`src/rtl/i2c_tim_pkg.sv`:
```
package i2c_tim_pkg;

    typedef enum logic [1:0] {
        OP_BIT     = 2'd0,
        OP_START   = 2'd1,
        OP_RESTART = 2'd2,
        OP_STOP    = 2'd3
    } op_e;

    typedef enum logic [2:0] {
        PH_IDLE = 3'd0,
        PH_PARK = 3'd1,
        PH_LOW  = 3'd2,
        PH_WAIT = 3'd3,
        PH_HIGH = 3'd4
    } phase_e;

endpackage

```
`src/rtl/i2c_tim_cfg.sv`:
```
// Turns the programmed counts into the comparison points of one command.
module i2c_tim_cfg
    import i2c_tim_pkg::*;
#(
    parameter int                CW         = 16,
    parameter logic [CW-1:0]     DEF_PERIOD = 16'd1000
) (
    input  logic          cfg_auto,
    input  logic [CW-1:0] cfg_period,
    input  logic [CW-1:0] cfg_low,
    input  logic [CW-1:0] cfg_setup,
    input  logic [CW-1:0] cfg_dsetup,
    input  op_e           op,
    output logic [CW-1:0] low_end,
    output logic [CW-1:0] chg_at,
    output logic [CW-1:0] edge_at,
    output logic [CW-1:0] hi_end
);
    logic [CW-1:0] period;
    logic [CW-1:0] low_raw;
    logic [CW-1:0] setup;
    logic [CW-1:0] dsu_raw;
    logic [CW-1:0] low_eff;
    logic [CW-1:0] dsu_eff;
    logic [CW-1:0] high_len;
    logic [CW-1:0] high_last;

    always_comb begin
        period  = (cfg_period == '0) ? DEF_PERIOD : cfg_period;
        low_raw = cfg_auto ? (period >> 1) : cfg_low;
        setup   = cfg_auto ? (period >> 1) : cfg_setup;
        dsu_raw = cfg_auto ? (period >> 4) : cfg_dsetup;

        low_eff = (low_raw == '0) ? CW'(1) : low_raw;

        if (dsu_raw == '0)
            dsu_eff = CW'(1);
        else if (dsu_raw > low_eff)
            dsu_eff = low_eff;
        else
            dsu_eff = dsu_raw;

        high_len  = (period > low_eff) ? (period - low_eff) : CW'(1);
        high_last = high_len - CW'(1);

        low_end = low_eff - CW'(1);
        chg_at  = low_eff - dsu_eff;
        edge_at = setup;

        unique case (op)
            OP_BIT:               hi_end = high_last;
            OP_START, OP_RESTART: hi_end = (setup > high_last) ? setup : high_last;
            OP_STOP:              hi_end = setup;
            default:              hi_end = high_last;
        endcase
    end

endmodule

```
`src/rtl/i2c_tim_fsm.sv`:
```
// Phase sequencer: idle, parked, low, wait-for-high, high.
module i2c_tim_fsm
    import i2c_tim_pkg::*;
#(
    parameter int CW = 16
) (
    input  logic          clk,
    input  logic          rst_n,
    input  logic          cmd_valid,
    input  op_e           cmd_op,
    input  logic          scl_in,
    input  logic [CW-1:0] new_low_end,
    input  logic [CW-1:0] new_chg_at,
    input  logic [CW-1:0] new_edge_at,
    input  logic [CW-1:0] new_hi_end,
    output phase_e        ph_o,
    output logic [CW-1:0] cnt_o,
    output op_e           op_o,
    output logic [CW-1:0] chg_at_o,
    output logic [CW-1:0] edge_at_o,
    output logic [CW-1:0] hi_end_o
);
    typedef struct packed {
        phase_e        ph;
        logic [CW-1:0] cnt;
        op_e           op;
        logic [CW-1:0] low_end;
        logic [CW-1:0] chg_at;
        logic [CW-1:0] edge_at;
        logic [CW-1:0] hi_end;
    } tim_state_t;

    tim_state_t st_d, st_q;
    logic       take_cmd;

    always_comb begin
        st_d     = st_q;
        take_cmd = 1'b0;

        unique case (st_q.ph)
            PH_IDLE: begin
                if (cmd_valid && (cmd_op == OP_START)) begin
                    take_cmd = 1'b1;
                    st_d.ph  = PH_WAIT;
                end
            end
            PH_PARK: begin
                if (cmd_valid && (cmd_op != OP_START)) begin
                    take_cmd = 1'b1;
                    st_d.ph  = PH_LOW;
                end
            end
            PH_LOW: begin
                if (st_q.cnt == st_q.low_end) begin
                    st_d.ph  = PH_WAIT;
                    st_d.cnt = '0;
                end else begin
                    st_d.cnt = st_q.cnt + CW'(1);
                end
            end
            PH_WAIT: begin
                if (scl_in) begin
                    st_d.ph  = PH_HIGH;
                    st_d.cnt = '0;
                end
            end
            PH_HIGH: begin
                if (st_q.cnt == st_q.hi_end) begin
                    st_d.ph  = (st_q.op == OP_STOP) ? PH_IDLE : PH_PARK;
                    st_d.cnt = '0;
                end else begin
                    st_d.cnt = st_q.cnt + CW'(1);
                end
            end
            default: begin
                st_d.ph  = PH_IDLE;
                st_d.cnt = '0;
            end
        endcase

        if (take_cmd) begin
            st_d.cnt     = '0;
            st_d.op      = cmd_op;
            st_d.low_end = new_low_end;
            st_d.chg_at  = new_chg_at;
            st_d.edge_at = new_edge_at;
            st_d.hi_end  = new_hi_end;
        end
    end

    always_ff @(posedge clk or negedge rst_n) begin
        if (!rst_n) begin
            st_q.ph      <= PH_IDLE;
            st_q.cnt     <= '0;
            st_q.op      <= OP_BIT;
            st_q.low_end <= '0;
            st_q.chg_at  <= '0;
            st_q.edge_at <= '0;
            st_q.hi_end  <= '0;
        end else begin
            st_q <= st_d;
        end
    end

    assign ph_o      = st_q.ph;
    assign cnt_o     = st_q.cnt;
    assign op_o      = st_q.op;
    assign chg_at_o  = st_q.chg_at;
    assign edge_at_o = st_q.edge_at;
    assign hi_end_o  = st_q.hi_end;

endmodule

```
`src/rtl/i2c_tim_strobe.sv`:
```
// Decodes phase and count into line drive and sequencer strobes.
module i2c_tim_strobe
    import i2c_tim_pkg::*;
#(
    parameter int CW = 16
) (
    input  phase_e        ph,
    input  logic [CW-1:0] cnt,
    input  op_e           op,
    input  logic [CW-1:0] chg_at,
    input  logic [CW-1:0] edge_at,
    input  logic [CW-1:0] hi_end,
    output logic          ready,
    output logic          drive_low,
    output logic          change,
    output logic          sample,
    output logic          start_e,
    output logic          stop_e,
    output logic          done
);
    logic in_high;
    logic at_edge;
    logic is_start;

    always_comb begin
        in_high   = (ph == PH_HIGH);
        at_edge   = in_high && (cnt == edge_at);
        is_start  = (op == OP_START) || (op == OP_RESTART);

        ready     = (ph == PH_IDLE) || (ph == PH_PARK);
        drive_low = (ph == PH_PARK) || (ph == PH_LOW);
        change    = (ph == PH_LOW) && (cnt == chg_at);
        sample    = in_high && (op == OP_BIT) && (cnt == '0);
        start_e   = at_edge && is_start;
        stop_e    = at_edge && (op == OP_STOP);
        done      = in_high && (cnt == hi_end);
    end

endmodule

```
`src/rtl/i2c_scl_timer.sv`:
```
module i2c_scl_timer
    import i2c_tim_pkg::*;
#(
    parameter int CW     = 16,
    parameter int SYS_HZ = 100_000_000,
    parameter int BUS_HZ = 100_000
) (
    input  logic          clk,
    input  logic          rst_n,
    input  logic          cfg_auto,
    input  logic [CW-1:0] cfg_period,
    input  logic [CW-1:0] cfg_low,
    input  logic [CW-1:0] cfg_setup,
    input  logic [CW-1:0] cfg_dsetup,
    input  logic          cmd_valid,
    input  logic [1:0]    cmd_op,
    output logic          cmd_ready,
    input  logic          scl_in,
    output logic          scl_drive_low,
    output logic          sda_change,
    output logic          sda_sample,
    output logic          start_edge,
    output logic          stop_edge,
    output logic          cmd_done
);
    localparam int BUS_EFF = (BUS_HZ <= 0) ? 100_000 :
                             ((BUS_HZ > 400_000) ? 400_000 : BUS_HZ);
    localparam int DEF_RAW = SYS_HZ / BUS_EFF;
    localparam int CNT_MAX = (1 << CW) - 1;
    localparam int DEF_CLP = (DEF_RAW < 1) ? 1 :
                             ((DEF_RAW > CNT_MAX) ? CNT_MAX : DEF_RAW);
    localparam logic [CW-1:0] DEF_PERIOD = CW'(DEF_CLP);

    op_e           op_in;
    logic [CW-1:0] n_low_end, n_chg_at, n_edge_at, n_hi_end;
    phase_e        ph;
    logic [CW-1:0] cnt;
    op_e           op_cur;
    logic [CW-1:0] chg_at, edge_at, hi_end;

    assign op_in = op_e'(cmd_op);

    i2c_tim_cfg #(.CW(CW), .DEF_PERIOD(DEF_PERIOD)) u_cfg (
        .cfg_auto   (cfg_auto),
        .cfg_period (cfg_period),
        .cfg_low    (cfg_low),
        .cfg_setup  (cfg_setup),
        .cfg_dsetup (cfg_dsetup),
        .op         (op_in),
        .low_end    (n_low_end),
        .chg_at     (n_chg_at),
        .edge_at    (n_edge_at),
        .hi_end     (n_hi_end)
    );

    i2c_tim_fsm #(.CW(CW)) u_fsm (
        .clk         (clk),
        .rst_n       (rst_n),
        .cmd_valid   (cmd_valid),
        .cmd_op      (op_in),
        .scl_in      (scl_in),
        .new_low_end (n_low_end),
        .new_chg_at  (n_chg_at),
        .new_edge_at (n_edge_at),
        .new_hi_end  (n_hi_end),
        .ph_o        (ph),
        .cnt_o       (cnt),
        .op_o        (op_cur),
        .chg_at_o    (chg_at),
        .edge_at_o   (edge_at),
        .hi_end_o    (hi_end)
    );

    i2c_tim_strobe #(.CW(CW)) u_strobe (
        .ph        (ph),
        .cnt       (cnt),
        .op        (op_cur),
        .chg_at    (chg_at),
        .edge_at   (edge_at),
        .hi_end    (hi_end),
        .ready     (cmd_ready),
        .drive_low (scl_drive_low),
        .change    (sda_change),
        .sample    (sda_sample),
        .start_e   (start_edge),
        .stop_e    (stop_edge),
        .done      (cmd_done)
    );

endmodule

```
`config.mk`:
```
export PLATFORM = sky130hd
export DESIGN_NAME = i2c_scl_timer
export DESIGN_NICKNAME = d
export VERILOG_FILES = /design/src/rtl/i2c_tim_pkg.sv /design/src/rtl/i2c_tim_cfg.sv /design/src/rtl/i2c_tim_fsm.sv /design/src/rtl/i2c_tim_strobe.sv /design/src/rtl/i2c_scl_timer.sv
export SDC_FILE = /design/constraint.sdc
export NUM_CORES = 1
export LEC_CHECK = 0
export ABC_AREA = 1
export BUFFER_PORTS_ARGS = -buffer_cell sky130_fd_sc_hd__buf_2
export CAP_MARGIN = 20
export CELL_PAD_IN_SITES_DETAIL_PLACEMENT = 1
export CELL_PAD_IN_SITES_GLOBAL_PLACEMENT = 1
export CORE_ASPECT_RATIO = 1.25
export CORE_MARGIN = 5
export CORE_UTILIZATION = 44
export DETAILED_ROUTE_END_ITERATION = 7
export GPL_TIMING_DRIVEN = 1
export PLACE_DENSITY_LB_ADDON = 0.1
export SYNTH_ARGS = -nofsm -noshare
export SYNTH_HDL_FRONTEND = slang
export SYNTH_SLANG_ARGS = --single-unit
```
`constraint.sdc`:
```
create_clock -name clk -period 3.25 [get_ports clk]
set_input_delay 0 -clock clk [delete_from_list [all_inputs] [get_ports clk]]
set_output_delay 0 -clock clk [all_outputs]
set_load 0.02 [all_outputs]
```
==> metrics.txt, run 1 <==
Clock H-tree levels=3; clock tree sinks=85; synth unique cells=52; syn avg cell area=6.53 um2; Starting Density=0.449; HPWL reported at the end of detailed placement=30900 um; die height=168 um; Max clock buf depth=2; io pins=78; Seq/Total Area, Yosys=0.243; Mapped Area=8740 um2; ys async rst share=1.00; Root Buffer Master=clkbuf_16; Die Wd=136 um; total global-route track usage=0.621; Worst EP post-GRT repair=u_fsm.hi_end_o[14]$_DFFE_PN0P_/D; stage reached=5_1_grt; status=aborted with a tool error; Syn Nets=1482; I/O Buffers=77; Worst EP Category=register data pin; global route overflow=8; largest net degree at the start of global routing=82; Synth Flop Type=dfrtp_1; Mapped Cells=1339; Warnings, synthesis=0; Yosys reg bits=85; Run Error=[ERROR GRT-0232] Routing congestion too high. Check the congestion heatmap in the GUI.; Num CTS Buffers=9; Post-synth EDFFs=0; row count=57; GPL Wtd Cong=1.01
-- per-stage QoR --
stage / hold slack (ns) / worst slack [ns] / std cells / TNS, ns / area [um2]
floorplan: -0.296 / -1.73 / 1339 / -38.78 / 9000
CTS: 0.0571 / -1.95 / 1987 / -48.85 / 12700
detailed placement: -0.118 / -2.47 / 1898 / -64.65 / 11500
global placement: -0.120 / -2.17 / 1898 / -55.28 / 11500
-- logic make-up after synthesis --
group	share of synthesized area
buffers and inverters	0.111
AO/OA/AOI/OAI	0.140
AND/OR/NAND/NOR	0.330
adder cells (fa/ha/maj)	0.105
multiplexers	0.00114
XOR/XNOR	0.0701
flip-flops	0.243
-- repair_timing --
item | in CTS
buffers inserted | 71
setup endpoints to repair | 32
gates resized for setup | 100
hold buffers | 3
pin swaps | 52
endpoints found under the hold margin | 87
gates cloned | 2
-- cells in the mapped netlist (7+ instances only) --
library cell | instances | area, um2
o22ai_1 | 15 | 93.8
nand3_1 | 75 | 375
or2_2 | 7 | 43.8
ha_1 | 70 | 876
clkbuf_1 | 46 | 173
xnor2_1 | 19 | 166
o211ai_1 | 12 | 90.1
a31oi_1 | 7 | 43.8
o21ai_0 | 71 | 355
a21oi_1 | 92 | 460
nand4_1 | 27 | 169
nor3_1 | 22 | 110
nand2_2 | 17 | 106
xor2_1 | 51 | 447
nand2_1 | 357 | 1340
dfrtp_1 | 85 | 2130
nor4_1 | 19 | 119
inv_1 | 190 | 713
nor2_1 | 86 | 323
-- per-layer routing --
metal	track usage	overflow
met4	0.683	4
met2	0.845	4
met1	0.609	0
met3	0.366	0
met5	0.0244	0
==> inputs of run 2 (changes only) <==
--- a/config.mk
+++ b/config.mk
@@ -8,14 +8,11 @@
 export ABC_AREA = 1
 export BUFFER_PORTS_ARGS = -buffer_cell sky130_fd_sc_hd__buf_2
 export CAP_MARGIN = 20
-export CELL_PAD_IN_SITES_DETAIL_PLACEMENT = 1
-export CELL_PAD_IN_SITES_GLOBAL_PLACEMENT = 1
-export CORE_ASPECT_RATIO = 1.25
 export CORE_MARGIN = 5
-export CORE_UTILIZATION = 44
+export CORE_UTILIZATION = 39
 export DETAILED_ROUTE_END_ITERATION = 7
 export GPL_TIMING_DRIVEN = 1
-export PLACE_DENSITY_LB_ADDON = 0.1
+export PLACE_DENSITY_LB_ADDON = 0.15
 export SYNTH_ARGS = -nofsm -noshare
 export SYNTH_HDL_FRONTEND = slang
 export SYNTH_SLANG_ARGS = --single-unit
==> run 2 against run 1 <==
Effect of this change:
- the flow now finishes, with violations (negative setup slack)
- synthesized cell count is the same
- area after synthesis is the same
==> metrics.txt, run 2 <==
syn avg cell area=6.53 um2 (unchanged); endpoints failing hold=0; die height=160 um (was 168 um); final worst setup slack=-1.77 ns; Clk Latency, worst-skew pair=0.35 ns; row count=54 (was 57); CP Capture Type=flip-flop; dominant cells by area after synthesis=dfrtp_1, nand2_1, ha_1 (unchanged); area share of fa/ha/maj cells after synthesis=0.105 (unchanged); final setup TNS=-44.45 ns; Post-Synth XOR/XNOR Area=0.0701 (unchanged); Root Buffer Master=clkbuf_16 (unchanged); I/O Buffers=77 (unchanged); clock slew at reported path FFs=0.07 ns; synth unique cells=52 (unchanged); main combinational cell family by area after synthesis=simple AND/OR/NAND/NOR gates (unchanged); Yosys top cell area share=0.243 (unchanged); Fin Clk Skew=0.00912 ns; Compound-Gate Fraction of Synth Area=0.140 (unchanged); fmax=0.199 GHz; first-pass GRT wire length=53900 um; Post-synth EDFFs=0 (unchanged); Die Area=25500 um2; P_leak=0.00696 uW; mux cell area share after synthesis=0.00114 (unchanged); Clock H-tree levels=3 (unchanged); DR pass1 iterations=5; crit path DAT=5.28 ns; Num CTS Buffers=9 (unchanged); ANT nets after route=0; initial antenna violation count=0; area growth from synthesis to layout=48.6%; DRC viols=0; met1 wire length=15200 um; Max clock buf depth=2 (unchanged); Slowest cell on crit path=ha_1; GPL Wtd Cong=0.955 (was 1.01); slew margin rel.=0.395; Starting Density=0.398 (was 0.449); Synth Flop Type=dfrtp_1 (unchanged); Yosys reg bits=85 (unchanged); Mapped Area=8740 um2 (unchanged); Syn Nets=1482 (unchanged); Area after DPL=11500 um2 (about the same); DR WL/cell=16.8 um; core area=22000 um2; Setup Viol. Count Final=31; critical path's most frequent cell=buf_4; met2 routed wirelength=15300 um; crit start category=input pin; Vias=10.3k; drt total wl=33700 um; io pins=78 (unchanged); Die Wd=160 um (was 136 um); DR vias/cell=5.13; DR top layer=met4; HPWL reported at the end of detailed placement=26100 um (was 30900 um); Seq/Total Area, Yosys=0.243 (unchanged); design area=13000 um2; largest net degree at the start of global routing=82; Max Cap Viol=0; commonest cells after routing, fill and taps aside=nand2_1, buf_4, inv_1, dfrtp_1, nor2_1; Post-synth top cells=nand2_1, inv_1, a21oi_1, nor2_1, dfrtp_1 (unchanged); DR iter-0 viols=681; time the worst path needs with I/O delays and setup=5.02 ns; worst vdd ir=302 uV; share of cells above drive strength 1=0.347; CTS tree=built; global route overflow=0; unrepaired setup endpoints after global routing=true; worst setup path class=input pin to flip-flop; area leader, netlist=dfrtp_1 (unchanged); status=complete, but fails checks (was aborted with a tool error); Synth Area in Simple Gates=0.330 (unchanged); Tcrit/Tclk final=1.54; leading cell type in the layout, fill and taps excluded=nand2_1; met3 WL post-DR=1610 um; total global-route track usage=0.260; Min-Delay Path Class=input pin to flip-flop; CP max FO=7; clock tree sinks=85 (unchanged); Final nets=1859; most frequent cell after synthesis=nand2_1 (unchanged); Slew @ Worst Pin=0.908 ns; pwr/cell area=523 nW/um2; violated checks=negative setup slack; CP peak stage delay=0.36 ns; number of diodes=0; Warnings, synthesis=0 (unchanged); ys async rst share=1.00 (unchanged); max-slew violations=0; number of global-route vias before repair=10.3k; Data required, critical path=3.51 ns; Mapped Cells=1339 (unchanged)
==> run 2: cell counts after synthesis <==
Identical to the previous run, type by type.
==> run 2: worst max-delay path: cells and delay by family <==
family | cells | cell delay, ns
AO/OA/AOI/OAI | 9 | 1.13
XOR/XNOR | 1 | 0.13
adder cells (fa/ha/maj) | 2 | 0.48
buffers and inverters | 16 | 1.75
AND/OR/NAND/NOR | 18 | 1.75
==> run 2: path summary, 6_finish.rpt <==
| kind | start | endpoint | slack (ns) | cells after the start |
|---|---|---|---|---|
| worst min register to register | u_fsm.hi_end_o[3] | u_fsm.hi_end_o[3] | 0.50 | 2 |
| max in group asynchronous | rst_n | u_fsm.edge_at_o[7] | 2.14 | 3 |
| worst max register to register | u_fsm.cnt_o[6] | u_fsm.cnt_o[10] | 0.54 | 11 |
| worst max-delay path | cfg_period[6] | u_fsm.chg_at_o[8] | -1.77 | 46 |
| worst min-delay path | cfg_setup[7] | u_fsm.edge_at_o[7] | 0.07 | 3 |
| min in group asynchronous | rst_n | u_fsm.chg_at_o[12] | 0.30 | 2 |
==> run 2: through the flow <==
stage	hold WS (ns)	utilization	power [uW]	setup WS, ns	std cells
finish	0.0717	0.592	6790	-1.77	2001
global placement	0.187	0.524	5220	-2.16	1910
floorplan	-0.296	-	3910	-1.73	1339
detailed placement	0.190	0.524	5270	-2.28	1910
global route	0.0947	0.592	7340	-2.06	2001
CTS	0.0550	0.579	6630	-1.60	2003
==> run 2: layer usage <==
layer  vias up  track usage
met1      4682        0.349
met4         0        0.110
li1       5129            -
met3        85       0.0294
met2       364        0.426
met5         -            0
==> run 2: layout make-up <==
type	instances	area, um2
clock buffer	10	229
clock inverter	6	76.3
fill	2016	8970
inverter	196	751
multi-input combinational	1004	6330
sequential	85	2130
tap	280	350
timing repair buffer	420	3130
==> run 2: report_power, final <==
group          internal, uW  leakage, uW  switching [uW]
clock network           611     0.000150             462
registers              1470      0.00108             371
logic                  1780      0.00573            2100
total                  3860      0.00696            2930
==> run 2: cell families (layout without fill, tap and decap cells) <==
kind of cell / count (synthesis) / in the layout
AO/OA/AOI/OAI: 219 / 219
buffers and inverters: 250 / 632
AND/OR/NAND/NOR: 642 / 642
flip-flops: 85 / 85
adder cells (fa/ha/maj): 72 / 72
XOR/XNOR: 70 / 70
multiplexers: 1 / 1
==> run 2: timing repair <==
action / CTS / global route
hold buffers: 3 / 0
setup buffers: 75 / 16
pin swaps: 82 / 49
hold endpoints to repair: 69 / 0
resized for setup: 78 / 70
endpoints found under the setup margin: 31 / 36
cloned: 1 / 0
Note: power is estimated with default switching activity, not from simulation.
